--- config.mk ---
export PLATFORM = sky130hd
export DESIGN_NAME = smb_slave
export DESIGN_NICKNAME = d
export VERILOG_FILES = /design/src/rtl/smb_slave_pkg.sv /design/src/rtl/smb_slave_dp.sv /design/src/rtl/smb_slave_ctl.sv /design/src/rtl/smb_slave.sv
export SDC_FILE = /design/constraint.sdc
export NUM_CORES = 1
export LEC_CHECK = 0
export BUFFER_PORTS_ARGS = -buffer_cell sky130_fd_sc_hd__buf_2
export CAP_MARGIN = 10
export CORE_UTILIZATION = 40
export DETAILED_ROUTE_END_ITERATION = 16
export HOLD_SLACK_MARGIN = 0.06
export PLACE_DENSITY_LB_ADDON = 0.05
export SETUP_SLACK_MARGIN = 0.3
export SYNTH_ARGS = -nofsm -noshare
export SYNTH_HDL_FRONTEND = slang
export SYNTH_HIERARCHICAL = 1
export SYNTH_SLANG_ARGS = --single-unit
--- constraint.sdc ---
create_clock -name clk -period 2.9 [get_ports clk]
set_input_delay 0.87 -clock clk [delete_from_list [all_inputs] [get_ports clk]]
set_output_delay 0.87 -clock clk [all_outputs]
set_load 0.03 [all_outputs]
--- src/rtl/smb_slave_pkg.sv ---
package smb_slave_pkg;

  // events the datapath reports to the control each clock
  typedef struct packed {
    logic sclRise;
    logic sclFall;
    logic startSeen;
    logic stopSeen;
    logic bitLast;   // counter sits on the last bit of a byte
    logic byteDone;  // counter has counted a whole byte
    logic addrHit;   // shifted address equals own or accepted general call
    logic sdaNow;    // synchronized SDA level
  } busEvt_t;

  // strobes the control issues to the datapath
  typedef struct packed {
    logic cntClr;
    logic cntInc;
    logic shiftIn;
    logic latchRx;
    logic loadTx;
    logic shiftOut;
    logic ackDrive;
    logic sdaFree;
    logic raiseIrq;
  } ctlStb_t;

  typedef enum logic [2:0] {
    S_IDLE,
    S_ADDR,
    S_RX,
    S_ACK_SET,
    S_ACK_HOLD,
    S_ACK_END,
    S_TX,
    S_MACK
  } ctlState_t;

endpackage

--- src/rtl/smb_slave_dp.sv ---
module smb_slave_dp
  import smb_slave_pkg::*;
#(
  parameter int DATA_W      = 8,
  parameter int SYNC_STAGES = 2
) (
  input  logic              clk,
  input  logic              rstN,
  input  logic              sclIn,
  input  logic              sdaIn,
  input  logic [DATA_W-1:0] ownAddrReg,
  input  logic [DATA_W-1:0] txByte,
  input  logic              txLoad,
  input  logic              irqClr,
  input  ctlStb_t           stb,
  output busEvt_t           evt,
  output logic [DATA_W-1:0] rxByte,
  output logic              irqFlag,
  output logic              driveLow
);

  localparam int CNT_W  = $clog2(DATA_W + 1);
  localparam int ADDR_W = DATA_W - 1;

  logic [SYNC_STAGES-1:0] sclPipe, sdaPipe;
  logic sclS, sdaS, sclD, sdaD;
  logic [CNT_W-1:0]  bitCnt;
  logic [DATA_W-1:0] shReg, txHold, rxReg, loadSrc;
  logic txValid, irqReg, driveReg;
  logic [ADDR_W-1:0] addrField;

  // two-line synchronizers, one per bus wire
  for (genvar g = 0; g < 2; g++) begin : g_sync
    logic [SYNC_STAGES-1:0] pipe;
    always_ff @(posedge clk or negedge rstN) begin
      if (!rstN) pipe <= '1;
      else       pipe <= {pipe[SYNC_STAGES-2:0], (g == 0) ? sclIn : sdaIn};
    end
    if (g == 0) begin : g_scl
      assign sclPipe = pipe;
    end else begin : g_sda
      assign sdaPipe = pipe;
    end
  end

  assign sclS = sclPipe[SYNC_STAGES-1];
  assign sdaS = sdaPipe[SYNC_STAGES-1];

  always_ff @(posedge clk or negedge rstN) begin
    if (!rstN) begin
      sclD <= 1'b1;
      sdaD <= 1'b1;
    end else begin
      sclD <= sclS;
      sdaD <= sdaS;
    end
  end

  assign addrField = shReg[ADDR_W-1:0];
  assign loadSrc   = txValid ? txHold : '1;

  always_comb begin
    evt.sclRise   = sclS & ~sclD;
    evt.sclFall   = ~sclS & sclD;
    evt.startSeen = sclS & sclD & sdaD & ~sdaS;
    evt.stopSeen  = sclS & sclD & ~sdaD & sdaS;
    evt.bitLast   = (bitCnt == CNT_W'(DATA_W - 1));
    evt.byteDone  = (bitCnt == CNT_W'(DATA_W));
    evt.addrHit   = (addrField == ownAddrReg[DATA_W-1:1]) ||
                    ((addrField == '0) && ownAddrReg[0]);
    evt.sdaNow    = sdaS;
  end

  // bit counter
  always_ff @(posedge clk or negedge rstN) begin
    if (!rstN)           bitCnt <= '0;
    else if (stb.cntClr) bitCnt <= '0;
    else if (stb.cntInc) bitCnt <= bitCnt + 1'b1;
  end

  // shared shift register, SDA pull-down and receive latch
  always_ff @(posedge clk or negedge rstN) begin
    if (!rstN) begin
      shReg    <= '0;
      driveReg <= 1'b0;
      rxReg    <= '0;
    end else begin
      if (stb.shiftIn) shReg <= {shReg[DATA_W-2:0], sdaS};
      if (stb.latchRx) rxReg <= {shReg[DATA_W-2:0], sdaS};
      if (stb.loadTx) begin
        shReg    <= loadSrc;
        driveReg <= ~loadSrc[DATA_W-1];
      end else if (stb.shiftOut) begin
        shReg    <= {shReg[DATA_W-2:0], 1'b1};
        driveReg <= ~shReg[DATA_W-2];
      end else if (stb.ackDrive) begin
        driveReg <= 1'b1;
      end else if (stb.sdaFree) begin
        driveReg <= 1'b0;
      end
    end
  end

  // transmit holding register
  always_ff @(posedge clk or negedge rstN) begin
    if (!rstN) begin
      txHold  <= '0;
      txValid <= 1'b0;
    end else if (txLoad) begin
      txHold  <= txByte;
      txValid <= 1'b1;
    end else if (stb.loadTx) begin
      txValid <= 1'b0;
    end
  end

  // sticky interrupt flag, set wins
  always_ff @(posedge clk or negedge rstN) begin
    if (!rstN)             irqReg <= 1'b0;
    else if (stb.raiseIrq) irqReg <= 1'b1;
    else if (irqClr)       irqReg <= 1'b0;
  end

  assign rxByte   = rxReg;
  assign irqFlag  = irqReg;
  assign driveLow = driveReg;

  AST_PULLDOWN_ONLY_SCL_LOW: assert property (@(posedge clk) disable iff (!rstN)
    $rose(driveReg) |-> !$past(sclS)) else $error("pull-down switched on with SCL high");
  AST_IRQ_IN_HIGH_PHASE: assert property (@(posedge clk) disable iff (!rstN)
    $rose(irqReg) |-> $past(sclS)) else $error("irq outside the ninth clock high");
  AST_STOP_FREES_SDA: assert property (@(posedge clk) disable iff (!rstN)
    evt.stopSeen |=> !driveReg) else $error("SDA still held after STOP");

endmodule

--- src/rtl/smb_slave_ctl.sv ---
module smb_slave_ctl
  import smb_slave_pkg::*;
(
  input  logic    clk,
  input  logic    rstN,
  input  busEvt_t evt,
  input  logic    ackEnable,
  input  logic    driveNow,
  output ctlStb_t stb,
  output logic    txMode
);

  ctlState_t state, nState;
  logic dirReg, nDir, addrAck, nAddrAck, txReg, nTx, mAckReg, nMAck;

  always_comb begin
    stb      = '0;
    nState   = state;
    nDir     = dirReg;
    nAddrAck = addrAck;
    nTx      = txReg;
    nMAck    = mAckReg;
    if (evt.startSeen) begin
      nState     = S_ADDR;
      stb.cntClr = 1'b1;
      stb.sdaFree = 1'b1;
      nTx        = 1'b0;
      nDir       = 1'b0;
    end else if (evt.stopSeen) begin
      nState      = S_IDLE;
      stb.sdaFree = 1'b1;
      nTx         = 1'b0;
    end else begin
      unique case (state)
        S_IDLE: ;
        S_ADDR: if (evt.sclRise) begin
          stb.shiftIn = 1'b1;
          stb.cntInc  = 1'b1;
          if (evt.bitLast) begin
            if (evt.addrHit) begin
              nState   = S_ACK_SET;
              nAddrAck = 1'b1;
              nDir     = evt.sdaNow;
              nTx      = evt.sdaNow;
            end else begin
              nState = S_IDLE;
            end
          end
        end
        S_RX: if (evt.sclRise) begin
          stb.shiftIn = 1'b1;
          stb.cntInc  = 1'b1;
          if (evt.bitLast) begin
            stb.latchRx = 1'b1;
            nAddrAck    = 1'b0;
            nState      = S_ACK_SET;
          end
        end
        S_ACK_SET: if (evt.sclFall) begin
          stb.ackDrive = addrAck | ackEnable;
          nState       = S_ACK_HOLD;
        end
        S_ACK_HOLD: if (evt.sclRise) begin
          stb.raiseIrq = 1'b1;
          nState       = S_ACK_END;
        end
        S_ACK_END: if (evt.sclFall) begin
          stb.cntClr = 1'b1;
          if (dirReg) begin
            stb.loadTx = 1'b1;
            nState     = S_TX;
          end else begin
            stb.sdaFree = 1'b1;
            nState      = S_RX;
          end
        end
        S_TX: begin
          if (evt.sclRise) begin
            stb.cntInc = 1'b1;
          end else if (evt.sclFall) begin
            if (evt.byteDone) begin
              stb.sdaFree = 1'b1;
              nState      = S_MACK;
            end else begin
              stb.shiftOut = 1'b1;
            end
          end
        end
        S_MACK: begin
          if (evt.sclRise) begin
            stb.raiseIrq = 1'b1;
            nMAck        = ~evt.sdaNow;
          end else if (evt.sclFall) begin
            if (mAckReg) begin
              stb.loadTx = 1'b1;
              stb.cntClr = 1'b1;
              nState     = S_TX;
            end else begin
              nState = S_IDLE;
              nTx    = 1'b0;
            end
          end
        end
        default: nState = S_IDLE;
      endcase
    end
  end

  always_ff @(posedge clk or negedge rstN) begin
    if (!rstN) begin
      state   <= S_IDLE;
      dirReg  <= 1'b0;
      addrAck <= 1'b0;
      txReg   <= 1'b0;
      mAckReg <= 1'b0;
    end else begin
      state   <= nState;
      dirReg  <= nDir;
      addrAck <= nAddrAck;
      txReg   <= nTx;
      mAckReg <= nMAck;
    end
  end

  assign txMode = txReg;

  AST_START_OPENS_ADDR: assert property (@(posedge clk) disable iff (!rstN)
    evt.startSeen |=> (state == S_ADDR)) else $error("START did not restart address phase");
  AST_IDLE_RELEASED: assert property (@(posedge clk) disable iff (!rstN)
    (state == S_IDLE) |-> !driveNow) else $error("SDA held while idle");
  AST_NACK_POLICY: assert property (@(posedge clk) disable iff (!rstN)
    (state == S_ACK_SET && evt.sclFall && !addrAck && !ackEnable) |=> !driveNow)
    else $error("receive ACK given while acknowledge disabled");
  AST_ONE_SDA_ACTION: assert property (@(posedge clk) disable iff (!rstN)
    $onehot0({stb.loadTx, stb.shiftOut, stb.ackDrive, stb.sdaFree}))
    else $error("conflicting SDA actions");
  AST_TXMODE_NEEDS_DIR: assert property (@(posedge clk) disable iff (!rstN)
    $rose(txReg) |-> $past(state) == S_ADDR) else $error("txMode set outside address phase");

endmodule

--- src/rtl/smb_slave.sv ---
module smb_slave
  import smb_slave_pkg::*;
#(
  parameter int DATA_W      = 8,
  parameter int SYNC_STAGES = 2
) (
  input  logic              clk,
  input  logic              rstN,
  input  logic              sclIn,
  input  logic              sdaIn,
  output logic              sdaDriveLow,
  input  logic [DATA_W-1:0] ownAddrReg,
  input  logic              ackEnable,
  input  logic [DATA_W-1:0] txByte,
  input  logic              txLoad,
  output logic [DATA_W-1:0] rxByte,
  output logic              irqFlag,
  input  logic              irqClr,
  output logic              txMode
);

  busEvt_t evt;
  ctlStb_t stb;
  logic    driveLow;

  smb_slave_dp #(.DATA_W(DATA_W), .SYNC_STAGES(SYNC_STAGES)) dp_i (
    .clk(clk), .rstN(rstN), .sclIn(sclIn), .sdaIn(sdaIn),
    .ownAddrReg(ownAddrReg), .txByte(txByte), .txLoad(txLoad),
    .irqClr(irqClr), .stb(stb), .evt(evt), .rxByte(rxByte),
    .irqFlag(irqFlag), .driveLow(driveLow)
  );

  smb_slave_ctl ctl_i (
    .clk(clk), .rstN(rstN), .evt(evt), .ackEnable(ackEnable),
    .driveNow(driveLow), .stb(stb), .txMode(txMode)
  );

  assign sdaDriveLow = driveLow;

endmodule

==> impl_metrics.toml <==
[logic_synthesis]
postSynth.asyncResetShare = 1.00
synth_edf_count = 0
ys_warn_count = 6
syn_area_um2 = 2250
ys_ff_latch = 43
yosysSeqAreaShare = 0.481
syn_nets = 241
synthFlopType = "dfrtp_1"
yosys.cell_types.count = 54
syn_avg_cell_area_um2 = 10.4
syn_inst = 216

[drt]
dr_total_vias = 1735
drc = 0
via_per_inst = 5.32
routed_wl_um = 4690
drtIter0Drc = 186
drt-pass1-iter-count = 4
routedWlPerCell_um = 14.4
ant_nets = 0

[cts]
cts_buffer_depth = 2
cts_setup_buffers = 0
cts_made_buffers = 5
cts_sinks = 43
clk_pin_slew_worst_paths_ps = 80
clock_latency_ps = 290
clockRootBuffer = "clkbuf_8"
htree_levels = 2
hold_buffers = 0
cts_tree = "built"
cts_resized = 0

[placed_design]
port_buffers = 33
dp_cells = 318
post-dp-hpwl_um = 3290
place_congestion = 0.839

[setup_path]
critPathMaxFanout = 8
cp-start-kind = "flop"
r2r_slack_ps = 600
cp.required_ps = 3080
crit_arrival_ps = 2490
crit_path_end_kind = "flop"
worstSetupPathType = "flop to flop"

[cells_and_area]
finalNonFillerCells = 326
antennaDiodeCount = 0
layout.nets = 280
syn2layout_area_growth_pct = 16.2
final_layout_size_suffix_gt1_frac = 0.313
nFillCells = 525
fin_util = 0.496

[global_routing]
overflow = 0
grt_max_degree = 44
grt_antenna_before_repair = 0
grt_usage = 0.172
grt_first_pass_wirelength_um = 8110
grt_pass1_vias = 1628

[floorplan]
die_h_um = 77.0
row_count = 26
die_area_um2 = 5930
core_um2 = 5270
start_util = 0.427
chipWidth_um = 77.0
ios = 34

[sta]
hold_viol = 0
post-route-period-util = 0.794
rsz0062_at_grt = "no"
max-slew-margin-rel = 0.634
setup_viol_count_final = 0
clock.fmax_mhz = 434
finalMaxSlewViolations = 0
fin_setup_tns_ps = 0
clock_skew_ps = 4.36
period_needed_ps = 2300
max_slew.worst_pin.slew_ps = 549

[pwr]
power_density_nw_per_um2 = 731
p_leak_nw = 1.17
ir_drop_mv = 0.311

[status]
status = "finished, final reports clean"

[job]
max_cap_violations = 0

[worst_hold_path]
min_path_type = "flop to flop"
==> final timing paths <==
| kind | cells after the start | startpoint | endpoint |
|---|---|---|---|
| worst max-delay path | 6 | dp_i/g_sync[1].pipe[1] | dp_i/rxByte[7] |
| min in group asynchronous | 2 | rstN | ctl_i/state[1] |
| max in group asynchronous | 2 | rstN | dp_i/sclD |
| worst min register to register | 0 | dp_i/g_sync[0].pipe[0] | dp_i/g_sync[0].pipe[1] |
| worst max register to register | 6 | dp_i/g_sync[1].pipe[1] | dp_i/rxByte[7] |
| worst min-delay path | 0 | dp_i/g_sync[0].pipe[0] | dp_i/g_sync[0].pipe[1] |
==> stage by stage <==
stage	instance area, um^2	power (mW)	hold slack, ps	worst slack [ps]
final	2620	1.91	360	596
after global routing	2620	2.05	368	437
after CTS	2620	1.93	361	593
after detailed placement	2500	1.45	348	497
after global placement	2500	1.45	345	540
after floorplan	2250	1.29	345	588
==> cell type report <==
| cell class | instances | area (um^2) | area share |
|---|---|---|---|
| Sequential cell | 43 | 1080 | 0.414 |
| Multi-Input combinational cell | 154 | 1070 | 0.407 |
| Timing Repair Buffer | 42 | 233 | 0.0890 |
| Tap cell | 70 | 87.6 | 0.0335 |
| Clock buffer | 5 | 68.8 | 0.0263 |
| Clock inverter | 3 | 43.8 | 0.0167 |
| Inverter | 9 | 33.8 | 0.0129 |
==> cells in the final DEF, fill, tap and decap left out, types with 4 or more instances in the layout <==
cell	count
dfstp_2	6
buf_2	33
o21ai_0	14
xnor2_1	6
a21oi_1	4
xor2_1	5
nor2_1	17
nand2_1	22
inv_1	9
o22ai_1	5
buf_4	9
mux2_2	16
nand3b_1	4
clkbuf_8	5
dfrtp_1	37
==> per-layer routing <==
metal / routed length (um) / share of wire / GRT usage
met2: 2010 / 0.43 / 0.244
met5: 0 / 0 / 0
met1: 2380 / 0.51 / 0.261
met3: 278 / 0.059 / 0.0417
met4: 24 / 0.0051 / 0.0453
==> report_power, final <==
| group | total, mW | switching [mW] | internal [mW] |
|---|---|---|---|
| registers | 0.835 | 0.132 | 0.703 |
| clock network | 0.472 | 0.215 | 0.257 |
| logic | 0.606 | 0.345 | 0.262 |
==> worst max-delay path, stage by stage, from the launching register on <==
cell,delay (ps)
dfstp_2,610
nor3b_1,70
buf_4,150
nor2_1,290
and4_1,300
and2_1,380
mux2_2,380
==> state kept, by name (all words and copies together), names as in the netlist <==
name / count
dp_i/irqFlag: 1
dp_i/bitCnt: 4
dp_i/sclD: 1
ctl_i/txMode: 1
dp_i/g_sync.pipe: 4
dp_i/driveLow: 1
dp_i/txValid: 1
dp_i/rxByte: 8
dp_i/shReg: 7
dp_i/sdaD: 1
ctl_i/dirReg: 1
dp_i/txHold: 8
ctl_i/state: 3
ctl_i/addrAck: 1
ctl_i/mAckReg: 1
==> synth_stat cells, types with 3 or more instances <==
cell      count  area share
dfrtp_1      37        0.41
nand2_1      22       0.037
nor2_1       17       0.028
mux2_2       16       0.080
o21ai_0      14       0.031
inv_1         9       0.015
buf_2         6       0.013
dfstp_2       6       0.070
xnor2_1       6       0.023
o22ai_1       5       0.014
xor2_1        5       0.019
a21oi_1       4      0.0089
nand3b_1      4       0.013
a21o_1        3       0.010
and2_1        3      0.0083
nand4_1       3      0.0083
nor2b_1       3      0.0083
nor3_1        3      0.0067
nor4_1        3      0.0083
==> logic make-up (layout without fill, tap and decap cells) <==
group	after synthesis	count (layout)	share of synthesized area
compound gates	49	49	0.153
xor+xnor	11	11	0.0428
fa+ha+maj	3	3	0.0161
buf+inv	19	59	0.0450
flops	43	43	0.481
mux	18	18	0.0889
simple gates	73	73	0.172
(Power assumes the default switching activity.)
